[src/rtl/bcd_pkg.sv]
package bcd_pkg;
    localparam int ADDR_W = 32;
    localparam int DATA_W = 32;
    localparam int WAIT_W = 4;
    localparam int ROM_AW = 16;

    typedef struct packed {
        logic [ADDR_W-1:0] base;
        logic [ADDR_W-1:0] mask;
        logic              en;
        logic              io;
        logic [WAIT_W-1:0] wait_n;
    } win_cfg_t;

    typedef enum logic [2:0] {
        ST_IDLE,
        ST_SETUP,
        ST_STROBE,
        ST_HOLD,
        ST_ERR
    } cyc_state_t;
endpackage

[src/rtl/bcd_cfg_regs.sv]
module bcd_cfg_regs
    import bcd_pkg::*;
#(
    parameter int NWIN  = 4,
    parameter int SEL_W = 4
) (
    input  logic                     clk,
    input  logic                     rst_n,
    input  logic                     cfg_we,
    input  logic [SEL_W-1:0]         cfg_sel,
    input  logic [ADDR_W-1:0]        cfg_wdata,
    output win_cfg_t [NWIN-1:0]      win_o,
    output logic                     win_on_o,
    output logic [WAIT_W-1:0]        boot_wait_o
);
    typedef struct packed {
        win_cfg_t [NWIN-1:0] win;
        logic                win_on;
        logic [WAIT_W-1:0]   boot_wait;
    } regs_t;

    regs_t r_d, r_q;

    always_comb begin
        r_d = r_q;
        if (cfg_we) begin
            for (int i = 0; i < NWIN; i++) begin
                if (cfg_sel == SEL_W'(i))
                    r_d.win[i].base = cfg_wdata;
                if (cfg_sel == SEL_W'(NWIN + i))
                    r_d.win[i].mask = cfg_wdata;
                if (cfg_sel == SEL_W'(2 * NWIN + i)) begin
                    r_d.win[i].en     = cfg_wdata[0];
                    r_d.win[i].io     = cfg_wdata[1];
                    r_d.win[i].wait_n = cfg_wdata[4 +: WAIT_W];
                end
            end
            if (cfg_sel == SEL_W'(3 * NWIN)) begin
                r_d.win_on    = cfg_wdata[0];
                r_d.boot_wait = cfg_wdata[4 +: WAIT_W];
            end
        end
    end

    always_ff @(posedge clk) begin
        if (!rst_n) begin
            r_q           <= '0;
            r_q.boot_wait <= '1;
        end else begin
            r_q <= r_d;
        end
    end

    assign win_o       = r_q.win;
    assign win_on_o    = r_q.win_on;
    assign boot_wait_o = r_q.boot_wait;
endmodule

[src/rtl/bcd_win_match.sv]
module bcd_win_match
    import bcd_pkg::*;
#(
    parameter int NWIN = 4
) (
    input  win_cfg_t [NWIN-1:0] win_i,
    input  logic                win_on_i,
    input  logic [WAIT_W-1:0]   boot_wait_i,
    input  logic [ADDR_W-1:0]   addr_i,
    input  logic                is_io_i,
    output logic [NWIN-1:0]     grant_o,
    output logic                boot_o,
    output logic                miss_o,
    output logic [WAIT_W-1:0]   wait_o
);
    logic [NWIN-1:0] raw_hit;

    for (genvar g = 0; g < NWIN; g++) begin : g_cmp
        assign raw_hit[g] = win_i[g].en && (win_i[g].io == is_io_i) &&
                            (((addr_i ^ win_i[g].base) & win_i[g].mask) == '0);
    end

    logic [NWIN-1:0]   pick;
    logic              found;
    logic [WAIT_W-1:0] pick_wait;

    always_comb begin
        pick      = '0;
        found     = 1'b0;
        pick_wait = '0;
        for (int i = 0; i < NWIN; i++) begin
            if (!found && raw_hit[i]) begin
                pick[i]   = 1'b1;
                found     = 1'b1;
                pick_wait = win_i[i].wait_n;
            end
        end
    end

    always_comb begin
        if (win_on_i) begin
            grant_o = pick;
            boot_o  = 1'b0;
            miss_o  = !found;
            wait_o  = pick_wait;
        end else begin
            grant_o = '0;
            boot_o  = !is_io_i;
            miss_o  = is_io_i;
            wait_o  = boot_wait_i;
        end
    end
endmodule

[src/rtl/bcd_cycle_fsm.sv]
module bcd_cycle_fsm
    import bcd_pkg::*;
#(
    parameter int NWIN = 4
) (
    input  logic                clk,
    input  logic                rst_n,
    input  logic                req_valid,
    input  logic [ADDR_W-1:0]   req_addr,
    input  logic                req_write,
    input  logic [DATA_W-1:0]   req_wdata,
    input  logic [NWIN-1:0]     grant_i,
    input  logic                boot_i,
    input  logic                miss_i,
    input  logic [WAIT_W-1:0]   wait_i,
    input  logic [DATA_W-1:0]   ext_rdata,
    output logic                req_ready,
    output logic                rsp_err,
    output logic [DATA_W-1:0]   rsp_rdata,
    output logic [NWIN-1:0]     ext_cs,
    output logic                ext_boot_cs,
    output logic [ADDR_W-1:0]   ext_addr,
    output logic [ROM_AW-3:0]   ext_rom_addr,
    output logic                ext_oe,
    output logic                ext_we,
    output logic [DATA_W-1:0]   ext_wdata
);
    typedef struct packed {
        cyc_state_t        st;
        logic [WAIT_W-1:0] cnt;
        logic [NWIN-1:0]   cs;
        logic              boot;
        logic [ADDR_W-1:0] addr;
        logic              wr;
        logic [DATA_W-1:0] wdata;
    } fsm_t;

    fsm_t s_d, s_q;

    always_comb begin
        s_d = s_q;
        unique case (s_q.st)
            ST_IDLE: begin
                if (req_valid) begin
                    if (miss_i) begin
                        s_d.st = ST_ERR;
                    end else begin
                        s_d.st    = ST_SETUP;
                        s_d.cs    = grant_i;
                        s_d.boot  = boot_i;
                        s_d.cnt   = wait_i;
                        s_d.addr  = req_addr;
                        s_d.wr    = req_write;
                        s_d.wdata = req_wdata;
                    end
                end
            end
            ST_SETUP:  s_d.st = ST_STROBE;
            ST_STROBE: begin
                if (s_q.cnt == '0) s_d.st = ST_HOLD;
                else               s_d.cnt = s_q.cnt - 1'b1;
            end
            ST_HOLD: begin
                s_d.st   = ST_IDLE;
                s_d.cs   = '0;
                s_d.boot = 1'b0;
            end
            ST_ERR:  s_d.st = ST_IDLE;
            default: s_d.st = ST_IDLE;
        endcase
    end

    always_ff @(posedge clk) begin
        if (!rst_n) s_q <= '0;
        else        s_q <= s_d;
    end

    logic in_strobe, last_strobe;
    assign in_strobe   = (s_q.st == ST_STROBE);
    assign last_strobe = in_strobe && (s_q.cnt == '0);

    assign req_ready    = last_strobe || (s_q.st == ST_ERR);
    assign rsp_err      = (s_q.st == ST_ERR);
    assign rsp_rdata    = (last_strobe && !s_q.wr) ? ext_rdata : '0;
    assign ext_cs       = s_q.cs;
    assign ext_boot_cs  = s_q.boot;
    assign ext_addr     = s_q.addr;
    assign ext_rom_addr = s_q.addr[ROM_AW-1:2];
    assign ext_oe       = in_strobe && !s_q.wr;
    assign ext_we       = in_strobe && s_q.wr;
    assign ext_wdata    = s_q.wdata;
endmodule

[src/rtl/bootcs_decoder.sv]
module bootcs_decoder
    import bcd_pkg::*;
#(
    parameter int  NWIN  = 4,
    localparam int SEL_W = $clog2(3 * NWIN + 1)
) (
    input  logic                clk,
    input  logic                rst_n,
    input  logic                req_valid,
    output logic                req_ready,
    input  logic [ADDR_W-1:0]   req_addr,
    input  logic                req_is_io,
    input  logic                req_write,
    input  logic [DATA_W-1:0]   req_wdata,
    output logic [DATA_W-1:0]   rsp_rdata,
    output logic                rsp_err,
    input  logic                cfg_we,
    input  logic [SEL_W-1:0]    cfg_sel,
    input  logic [ADDR_W-1:0]   cfg_wdata,
    output logic [NWIN-1:0]     ext_cs,
    output logic                ext_boot_cs,
    output logic [ADDR_W-1:0]   ext_addr,
    output logic [ROM_AW-3:0]   ext_rom_addr,
    output logic                ext_oe,
    output logic                ext_we,
    output logic [DATA_W-1:0]   ext_wdata,
    input  logic [DATA_W-1:0]   ext_rdata
);
    win_cfg_t [NWIN-1:0] win;
    logic                win_on;
    logic [WAIT_W-1:0]   boot_wait;
    logic [NWIN-1:0]     grant;
    logic                boot_sel;
    logic                miss;
    logic [WAIT_W-1:0]   wait_sel;

    bcd_cfg_regs #(.NWIN(NWIN), .SEL_W(SEL_W)) regs_i (
        .clk         (clk),
        .rst_n       (rst_n),
        .cfg_we      (cfg_we),
        .cfg_sel     (cfg_sel),
        .cfg_wdata   (cfg_wdata),
        .win_o       (win),
        .win_on_o    (win_on),
        .boot_wait_o (boot_wait)
    );

    bcd_win_match #(.NWIN(NWIN)) match_i (
        .win_i       (win),
        .win_on_i    (win_on),
        .boot_wait_i (boot_wait),
        .addr_i      (req_addr),
        .is_io_i     (req_is_io),
        .grant_o     (grant),
        .boot_o      (boot_sel),
        .miss_o      (miss),
        .wait_o      (wait_sel)
    );

    bcd_cycle_fsm #(.NWIN(NWIN)) fsm_i (
        .clk          (clk),
        .rst_n        (rst_n),
        .req_valid    (req_valid),
        .req_addr     (req_addr),
        .req_write    (req_write),
        .req_wdata    (req_wdata),
        .grant_i      (grant),
        .boot_i       (boot_sel),
        .miss_i       (miss),
        .wait_i       (wait_sel),
        .ext_rdata    (ext_rdata),
        .req_ready    (req_ready),
        .rsp_err      (rsp_err),
        .rsp_rdata    (rsp_rdata),
        .ext_cs       (ext_cs),
        .ext_boot_cs  (ext_boot_cs),
        .ext_addr     (ext_addr),
        .ext_rom_addr (ext_rom_addr),
        .ext_oe       (ext_oe),
        .ext_we       (ext_we),
        .ext_wdata    (ext_wdata)
    );
endmodule

[config.mk]
export PLATFORM = sky130hd
export DESIGN_NAME = bootcs_decoder
export DESIGN_NICKNAME = d
export VERILOG_FILES = /design/src/rtl/bcd_pkg.sv /design/src/rtl/bcd_cfg_regs.sv /design/src/rtl/bcd_win_match.sv /design/src/rtl/bcd_cycle_fsm.sv /design/src/rtl/bootcs_decoder.sv
export SDC_FILE = /design/constraint.sdc
export NUM_CORES = 1
export LEC_CHECK = 0
export ABC_AREA = 1
export BUFFER_PORTS_ARGS = -buffer_cell sky130_fd_sc_hd__buf_2
export CORE_MARGIN = 10
export CORE_UTILIZATION = 35
export CTS_CLUSTER_SIZE = 8
export DETAILED_ROUTE_END_ITERATION = 12
export PLACE_DENSITY_LB_ADDON = 0.2
export SLEW_MARGIN = 10
export SYNTH_ARGS = -nofsm -noshare
export SYNTH_HDL_FRONTEND = slang
export SYNTH_HIERARCHICAL = 1
export SYNTH_SLANG_ARGS = --single-unit
[constraint.sdc]
create_clock -name clk -period 5 [get_ports clk]
set_input_delay 1 -clock clk [delete_from_list [all_inputs] [get_ports clk]]
set_output_delay 1 -clock clk [all_outputs]
set_load 0.03 [all_outputs]
==> results by group, run 1 <==
Timing
  • Crit share post-route: 78.2%
  • Setup TNS: 0 ns
  • Hold Violations, Final: 0
  • Worst-margin pin slew: 1.13 ns
  • RSZ-0062 raised after global routing: no
  • Tmin final: 3.91 ns
  • Final-report max-slew violation count: 0
  • Worst clock skew: 0.0180 ns
  • Slew HR: 24.7%
  • # setup viols final: 0
  • Max Fclk: 256 MHz
  • Worst Slack Setup Final: 1.09 ns

Synthesis
  • Yosys top cell by area: dfxtp_1
  • Post-synthesis sequential area ratio: 38.7%
  • Post-synth top area share: 38.7%
  • Synth top area cells: dfxtp_1 (39%), nor2_1 (17%), nand2_1 (15%)
  • Post-Syn Area: 18700 um^2
  • Distinct cells, synth: 37
  • Syn nets: 3137
  • Synth warn: 6
  • FF+latch count, synth: 362
  • Syn Area/Cell: 6.25 um^2
  • Post-Syn Instances: 2997

Power and ir drop
  • Clock share of power: 43.8%
  • Switching Fraction: 27.9%
  • Pleak: 0.0103 uW
  • Pwr Density: 334 nW/um^2
  • VDD IR max: 0.239 mV
  • Power Internal: 5100 uW
  • Flop pwr share: 43.2%
  • NetSw: 1970 uW
  • Combinational power share: 13.0%

Worst setup path
  • Cells along the critical path: buf_2 > nor2_1 > nor3b_1 > inv_1 > nand2_1 > nor2_1 > nand2_1 > nor2_1 > nand3_1 > nand3_1 > a21oi_1 > nor2_4 > nand3_4 > buf_4 > nand2_1 > o21ai_0 > nor2_1
  • Cell mode on critical path: nor2_1
  • Reg2reg setup slack: 1.37 ns
  • CP required: 5.46 ns
  • CP Capture Type: flip-flop
  • R2R Path Start: regs_i/win_o[279]
  • Slowest stage cell, crit path: buf_4
  • Crit-path max cell delay: 0.62 ns
  • Cells on worst reg2reg path: 16
  • Crit path DAT: 4.37 ns
  • WS Path Type: primary input to flip-flop
  • Reg2reg end: fsm_i/s_q[72]
  • CP Launch Type: primary input
  • Crit path max fanout: 72

Clocking
  • Clock transition at the registers of the reported paths: 0.05 ns
  • Hold Buf Count CTS: 0
  • H-tree depth: 2
  • TritonCTS Sinks: 362
  • CTS tree: built
  • Worst skew pair latency: 0.59 ns
  • Clock tree buffer depth: 3
  • Post-CTS Setup Inserts: 0
  • TritonCTS Buffers: 51
  • Post-cts sizing count: 0
  • Root Buffer: clkbuf_16

Floorplan
  • Die Area: 63100 um^2
  • Starting Density: 35.5%
  • CORE AREA: 52800 um^2
  • Die W: 251 um
  • # IOs: 257
  • Row count: 84
  • Die height: 251 um

Min path
  • Hold Path Depth: 2
  • HP Class: flip-flop to flip-flop
  • Min-delay src: regs_i/win_o[220]
  • Hold endpoint: regs_i/win_o[220]

Global route
  • First-pass GRT wire length: 102000 um
  • Vias in the first global route: 17300
  • Pin count of the biggest net entering global routing: 144
  • Total GRT Usage: 20.4%
  • Grt ovf: 0
  • Antenna violations before repair: 1

Placed design
  • RePlAce Congestion: 0.917
  • Hpwl dp: 45500 um
  • Pre-CTS setup slack: 0.520 ns
  • Port Buffer Count: 256

Routing
  • DR pass1 iterations: 5
  • Drt drc: 0
  • DRT Wirelength: 67300 um
  • DR vias/cell: 4.92
  • DRT antenna net count: 0
  • Starting DRT DRC Count: 1586
  • Routed WL per cell: 17.7 um
  • Via count: 18700

Layout
  • Fraction of layout cells with a size suffix above 1: 13.1%
  • # fillers: 5583
  • Area Growth Syn to Fin: 13.2%
  • Nets: 3244

Run status
  • Status: complete, no violations

Flow run
  • Max-Cap Viols: 0
[sequential cells by signal, indices dropped and copies added (netlist names)]
name / flops
regs_i/win_o: 280
fsm_i/ext_cs: 4
fsm_i/ext_boot_cs: 1
fsm_i/ext_addr: 32
fsm_i/ext_wdata: 32
fsm_i/s_q: 8
regs_i/win_on_o: 1
regs_i/boot_wait_o: 4
[worst max-delay path, delay by kind of cell]
family	cells	cell delay (ns)
buf+inv	3	0.98
simple gates	12	1.84
compound gates	2	0.54
[cell usage after synthesis, drive strengths merged]
library cell,instances
xnor2,1
dfxtp,362
a31oi,1
clkinv,9
o21ai,76
nand3,286
nor2,862
xor2,6
buf,197
nand4,95
or2,30
a21oi,8
clkbuf,27
and2,1
inv,280
nor3b,1
o21a,1
ha,2
nand2,738
nand3b,6
and3,1
nor3,6
o22ai,1
[worst max-delay path by stage]
stage | start | slack [ns] | endpoint
after detailed placement | req_addr[31] | 0.52 | fsm_i/s_q[72]
final | req_addr[31] | 1.09 | fsm_i/s_q[72]
after floorplan | req_addr[31] | 2.11 | fsm_i/ext_wdata[10]
after global routing | req_addr[31] | 0.76 | fsm_i/s_q[72]
after global placement | req_addr[31] | 0.56 | fsm_i/s_q[71]
after CTS | req_addr[31] | 1.15 | fsm_i/s_q[72]
[routing by layer]
| layer | up-vias | GRT usage, % | share of wire [%] |
|---|---|---|---|
| li1 | 9347 | - | - |
| met1 | 8637 | 25.3 | 43 |
| met2 | 588 | 35.4 | 48 |
| met3 | 114 | 3.75 | 6.7 |
| met4 | 0 | 6.34 | 2.8 |
| met5 | - | 0 | 0 |
[cell type report]
class	instances	area (um^2)	area share, %
clock buffers	54	1330	6.28
inverters	289	1080	5.12
multi-input cells	2122	9130	43.1
clock inverters	1	7.51	0.0354
diodes	1	2.50	0.0118
flip-flops and latches	362	7250	34.2
well taps	688	861	4.06
repair buffers	278	1530	7.23
[cell usage in the layout, fill, tap and decap left out, drive strengths merged]
cell type | synthesis | routed
dfxtp | 362 | 362
and3 | 1 | 1
o21ai | 76 | 76
nand3b | 6 | 6
or2 | 30 | 30
clkinvlp | 0 | 1
inv | 280 | 280
ha | 2 | 2
nor2 | 862 | 862
xnor2 | 1 | 1
nand3 | 286 | 286
nand2 | 738 | 738
xor2 | 6 | 6
clkinv | 9 | 9
a21oi | 8 | 8
o22ai | 1 | 1
buf | 197 | 278
clkbuf | 27 | 54
o21a | 1 | 1
nand4 | 95 | 95
and2 | 1 | 1
nor3b | 1 | 1
diode | 0 | 1
a31oi | 1 | 1
nor3 | 6 | 6
[through the flow]
| step | instances | hold slack, ns | total power (uW) | util [%] | cell area [um^2] |
|---|---|---|---|---|---|
| after detailed placement | 3739 | 0.458 | 4030 | 37.6 | 19900 |
| after global placement | 3739 | 0.449 | 4020 | 37.6 | 19900 |
| after floorplan | 2997 | 0.429 | 3780 | - | 18700 |
| final | 3795 | 0.465 | 7070 | 40.2 | 21200 |
| after CTS | 3794 | 0.470 | 7150 | 40.2 | 21200 |
| after global routing | 3795 | 0.484 | 7370 | 40.2 | 21200 |
[power by group through the flow]
stage / Sequential, uW / Combinational, uW / Clock, uW
3_3_place_gp: 3110 / 912 / 0
3_5_place_dp: 3110 / 920 / 0
6_report: 3060 / 921 / 3090
4_1_cts: 3050 / 923 / 3180
2_1_floorplan: 3100 / 684 / 0
5_1_grt: 3060 / 1010 / 3290
[cell families after synthesis]
logic type                 share of synthesized area [%]
and+or+nand+nor                                     45.8
buffers and inverters                               12.6
DFF                                                 38.7
AOI/OAI and AO/OA                                   2.35
xor gates and xnor gates                           0.328
adders and majority gates                          0.134
(Power assumes the default switching activity.)
==> run 2: changes to the inputs <==
==> constraint.sdc (replaced) <==
create_clock -name clk -period 3.85 [get_ports clk]
set_input_delay 0.77 -clock clk [delete_from_list [all_inputs] [get_ports clk]]
set_output_delay 0.77 -clock clk [all_outputs]
set_load 0.03 [all_outputs]
==> run 2 against run 1 <==
Net effect:
- cell count up 0.16%
- register-to-register slack got worse by 0.50 ns
- count of clock-buffer cells in the layout grew 2
- sequential cell count unchanged
==> results by group, run 2 (synthesis gave the netlist of run 1 again) <==
Min path
  • HP Class: primary input to flip-flop

Power and ir drop
  • Pleak: 0.0103 uW
  • Final total power: 9180 uW
  • Pwr Density: 432 nW/um^2
  • VDD IR max: 0.320 mV

Routing
  • Met2 WL: 31200 um
  • Via count: 18500
  • DR vias/cell: 4.86
  • Drt drc: 0
  • DR pass1 iterations: 6
  • DRT antenna net count: 0
  • Met3 WL: 4450 um
  • Starting DRT DRC Count: 1255
  • Highest layer used for signal routing: met5
  • DRT met1 WL: 29200 um
  • DRT Wirelength: 66700 um
  • Routed WL per cell: 17.5 um

Clocking
  • Clock transition at the registers of the reported paths: 0.05 ns
  • Post-CTS Setup Inserts: 0
  • Worst skew pair latency: 0.58 ns
  • TritonCTS Sinks: 362
  • CTS tree: built
  • Post-cts sizing count: 0
  • TritonCTS Buffers: 51
  • H-tree depth: 2
  • Root Buffer: clkbuf_16
  • Hold Buf Count CTS: 0
  • Clock tree buffer depth: 3

Global route
  • Total GRT Usage: 20.6%
  • Antenna violations before repair: 2
  • Grt ovf: 0
  • Pin count of the biggest net entering global routing: 145
  • First-pass GRT wire length: 103000 um
  • Vias in the first global route: 17500

Worst setup path
  • Crit path max fanout: 32
  • CP required: 3.08 ns
  • CP Capture Type: output pin
  • Crit path DAT: 2.30 ns
  • WS Path Type: flip-flop to output pin
  • CP Launch Type: flip-flop

Layout
  • Layout Cells excl Fill: 3801
  • Max reg flops: 280
  • Commonest non-fill, non-tap cell in the layout: nor2_1
  • Fraction of layout cells with a size suffix above 1: 13.2%
  • Nets: 3248
  • Area Growth Syn to Fin: 13.5%
  • Final instance area: 21300 um^2
  • Commonest non-fill, non-tap cells in the layout: nor2_1 (834), nand2_1 (730), dfxtp_1 (362)

Placed design
  • Placed insts: 3743
  • Pre-CTS setup slack: 0.322 ns
  • RePlAce Congestion: 0.895
  • Port Buffer Count: 256
  • Placed standard-cell area: 19900 um^2
  • Hpwl dp: 45000 um

Timing
  • Hold Violations, Final: 0
  • # setup viols final: 0
  • Crit share post-route: 79.8%
  • Setup TNS: 0 ns
  • Worst clock skew: 0.0159 ns
  • Worst Slack Setup Final: 0.777 ns
  • Max Fclk: 325 MHz
  • Final-report max-slew violation count: 0
  • Worst-margin pin slew: 0.917 ns
  • RSZ-0062 raised after global routing: no
  • Slew HR: 38.9%
  • Tmin final: 3.07 ns

Flow run
  • Max-Cap Viols: 0

Floorplan
  • CORE AREA: 52800 um^2
  • Die Area: 63100 um^2
  • Row count: 84
  • Starting Density: 35.5%
  • Die W: 251 um
  • # IOs: 257
  • Die height: 251 um

Run status
  • Status: complete, no violations
run 2: through the flow:
stage,util [%],hold slack (ns)
after floorplan,-,0.429
after global placement,37.7,0.449
after detailed placement,37.7,0.451
after CTS,40.3,0.422
after global routing,40.3,0.436
final,40.3,0.446
run 2: path summary, 6_finish.rpt:
path                          start            endpoint  slack [ns]  cells after the start
hold / removal         req_wdata[3]  fsm_i/ext_wdata[3]        0.45                      3
hold reg to reg     regs_i/win_o[7]     regs_i/win_o[7]        0.47                      2
setup / recovery      fsm_i/s_q[76]        rsp_rdata[8]        0.78                      6
setup reg to reg  regs_i/win_o[279]       fsm_i/s_q[71]        0.87                     17
run 2: worst max-delay path, stage by stage (launching register included):
cell and delay (ns):
dfxtp_1 0.32, inv_2 0.16, nand3_4 0.16, nor2_2 0.15, nand3_2 0.46, nor2_1 0.24
buf_2 0.23
run 2: layout make-up:
cell class | count | area, um^2
antenna | 1 | 2.50
multi-input combinational | 2122 | 9130
timing repair buffer | 282 | 1590
inverter | 289 | 1080
fill | 5664 | 31500
tap | 688 | 861
clock inverter | 1 | 5.00
clock buffer | 56 | 1340
sequential | 362 | 7250
run 2: layer usage:
metal  vias to the layer above  track usage [%]
met5                         -                0
met4                         2             6.61
met3                       112             4.10
met2                       556             34.8
met1                      8477             25.8
li1                       9333                -
run 2: power breakdown:
part           internal (uW)  leakage [uW]  switching, uW
logic                    346       0.00672            849
registers               3890       0.00294           78.9
clock network           2400      0.000661           1620
==> run 3: changes to the inputs <==
==> constraint.sdc (replaced) <==
create_clock -name clk -period 2.9 [get_ports clk]
set_input_delay 0.58 -clock clk [delete_from_list [all_inputs] [get_ports clk]]
set_output_delay 0.58 -clock clk [all_outputs]
set_load 0.03 [all_outputs]
==> run 3 against run 2 <==
Net effect:
- cell count up 0.82%
- highest routed layer is now met4
- largest power group unchanged
- clock skew increased by 0.0053 ns
- largest cell class unchanged
- setup slack lost 0.61 ns
- count of clock-buffer cells in the layout up 2
- worst hold slack worse by 0.21 ns
- combinational power grew 38%
==> results by group, run 3 (synthesis gave the netlist of run 1 again) <==
Run status
  • Status: complete, no violations

Floorplan
  • Starting Density: 35.5%
  • Die height: 251 um
  • Die Area: 63100 um^2
  • CORE AREA: 52800 um^2
  • # IOs: 257
  • Row count: 84
  • Die W: 251 um

Layout
  • Max reg flops: 280
  • Commonest non-fill, non-tap cells in the layout: nor2_1 (834), nand2_1 (730), dfxtp_1 (362)
  • Layout Cells excl Fill: 3832
  • Nets: 3277
  • Commonest non-fill, non-tap cell in the layout: nor2_1
  • Area Growth Syn to Fin: 15.4%
  • Fraction of layout cells with a size suffix above 1: 14.0%
  • Fin util: 41.0%
  • Final instance area: 21600 um^2

Timing
  • Worst clock skew: 0.0212 ns
  • # setup viols final: 0
  • Worst-margin pin slew: 0.949 ns
  • Hold Violations, Final: 0
  • Max Fclk: 366 MHz
  • Slew HR: 36.7%
  • Tmin final: 2.73 ns
  • Setup TNS: 0 ns
  • Final-report max-slew violation count: 0
  • RSZ-0062 raised after global routing: no
  • Crit share post-route: 94.2%

Clocking
  • TritonCTS Buffers: 51
  • H-tree depth: 2
  • Post-CTS Setup Inserts: 0
  • TritonCTS Sinks: 362
  • Worst skew pair latency: 0.59 ns
  • Clock transition at the registers of the reported paths: 0.05 ns
  • Root Buffer: clkbuf_16
  • Hold Buf Count CTS: 0
  • CTS tree: built
  • Clock tree buffer depth: 3

Routing
  • DR pass1 iterations: 7
  • DR vias/cell: 4.89
  • DRT Wirelength: 67800 um
  • Via count: 18700
  • Starting DRT DRC Count: 1452
  • Drt drc: 0
  • Met3 WL: 4350 um
  • DRT antenna net count: 0
  • Met2 WL: 32200 um
  • Highest layer used for signal routing: met4
  • DRT met1 WL: 29400 um
  • Routed WL per cell: 17.7 um

Placed design
  • Port Buffer Count: 256
  • Hpwl dp: 46100 um
  • Placed standard-cell area: 20200 um^2
  • RePlAce Congestion: 0.883
  • Placed insts: 3772

Global route
  • Grt ovf: 0
  • Pin count of the biggest net entering global routing: 135
  • First-pass GRT wire length: 104000 um
  • Total GRT Usage: 20.7%
  • Vias in the first global route: 17600
  • Antenna violations before repair: 2

Worst setup path
  • CP required: 2.32 ns
  • Crit path max fanout: 32
  • CP Capture Type: output pin
  • Crit path DAT: 2.15 ns
  • CP Launch Type: flip-flop
  • WS Path Type: flip-flop to output pin

Min path
  • HP Class: primary input to flip-flop

Power and ir drop
  • Final total power: 12300 uW
  • Pleak: 0.0105 uW
  • VDD IR max: 0.361 mV
  • Pwr Density: 569 nW/um^2

Flow run
  • Max-Cap Viols: 0
run 3: metal layers:
layer | vias to the layer above | track usage (%)
met5 | - | 0
met4 | 0 | 6.72
met2 | 598 | 35.4
met1 | 8625 | 26.0
met3 | 115 | 3.69
li1 | 9404 | -
run 3: what timing repair did:
item	in CTS	in global routing
endpoints found under the setup margin	18	11
pin swaps	0	0
resized for setup	1	1
run 3: critical path: stages, from the launching register on:
cell	delay, ns
dfxtp_1	0.48
nand3_4	0.18
nor2_2	0.18
nand3_4	0.28
nor2_1	0.21
buf_2	0.23
run 3: final cells by class:
type                    instances  area [um^2]
diodes                          2         5.00
clock buffers                  58         1360
fillers                      5536        31200
inverters                     289         1080
multi-input cells            2122         9140
flip-flops and latches        362         7250
well taps                     688          861
repair buffers                311         1920
run 3: final timing paths:
kind                            slack [ns]                 end              start  cells past startpoint
worst max-delay path                  0.17        rsp_rdata[9]      fsm_i/s_q[75]                      5
worst min-delay path                  0.24  fsm_i/ext_wdata[3]       req_wdata[3]                      3
worst max register to register        0.29   fsm_i/ext_addr[9]  regs_i/win_o[248]                     15
worst min register to register        0.47   regs_i/win_o[243]  regs_i/win_o[243]                      2
run 3: report_power, final:
part	switching (uW)	internal (uW)	total [uW]
logic	1140	493	1640
registers	108	5160	5270
clock network	2170	3210	5380
total	3420	8870	12300
run 3: through the flow:
| step | hold slack, ns | setup WS, ns |
|---|---|---|
| finish | 0.237 | 0.167 |
| floorplan | 0.429 | 0.428 |
| CTS | 0.207 | 0.142 |
| global placement | 0.449 | -0.321 |
| detailed placement | 0.458 | -0.300 |
| global route | 0.249 | 0.00882 |
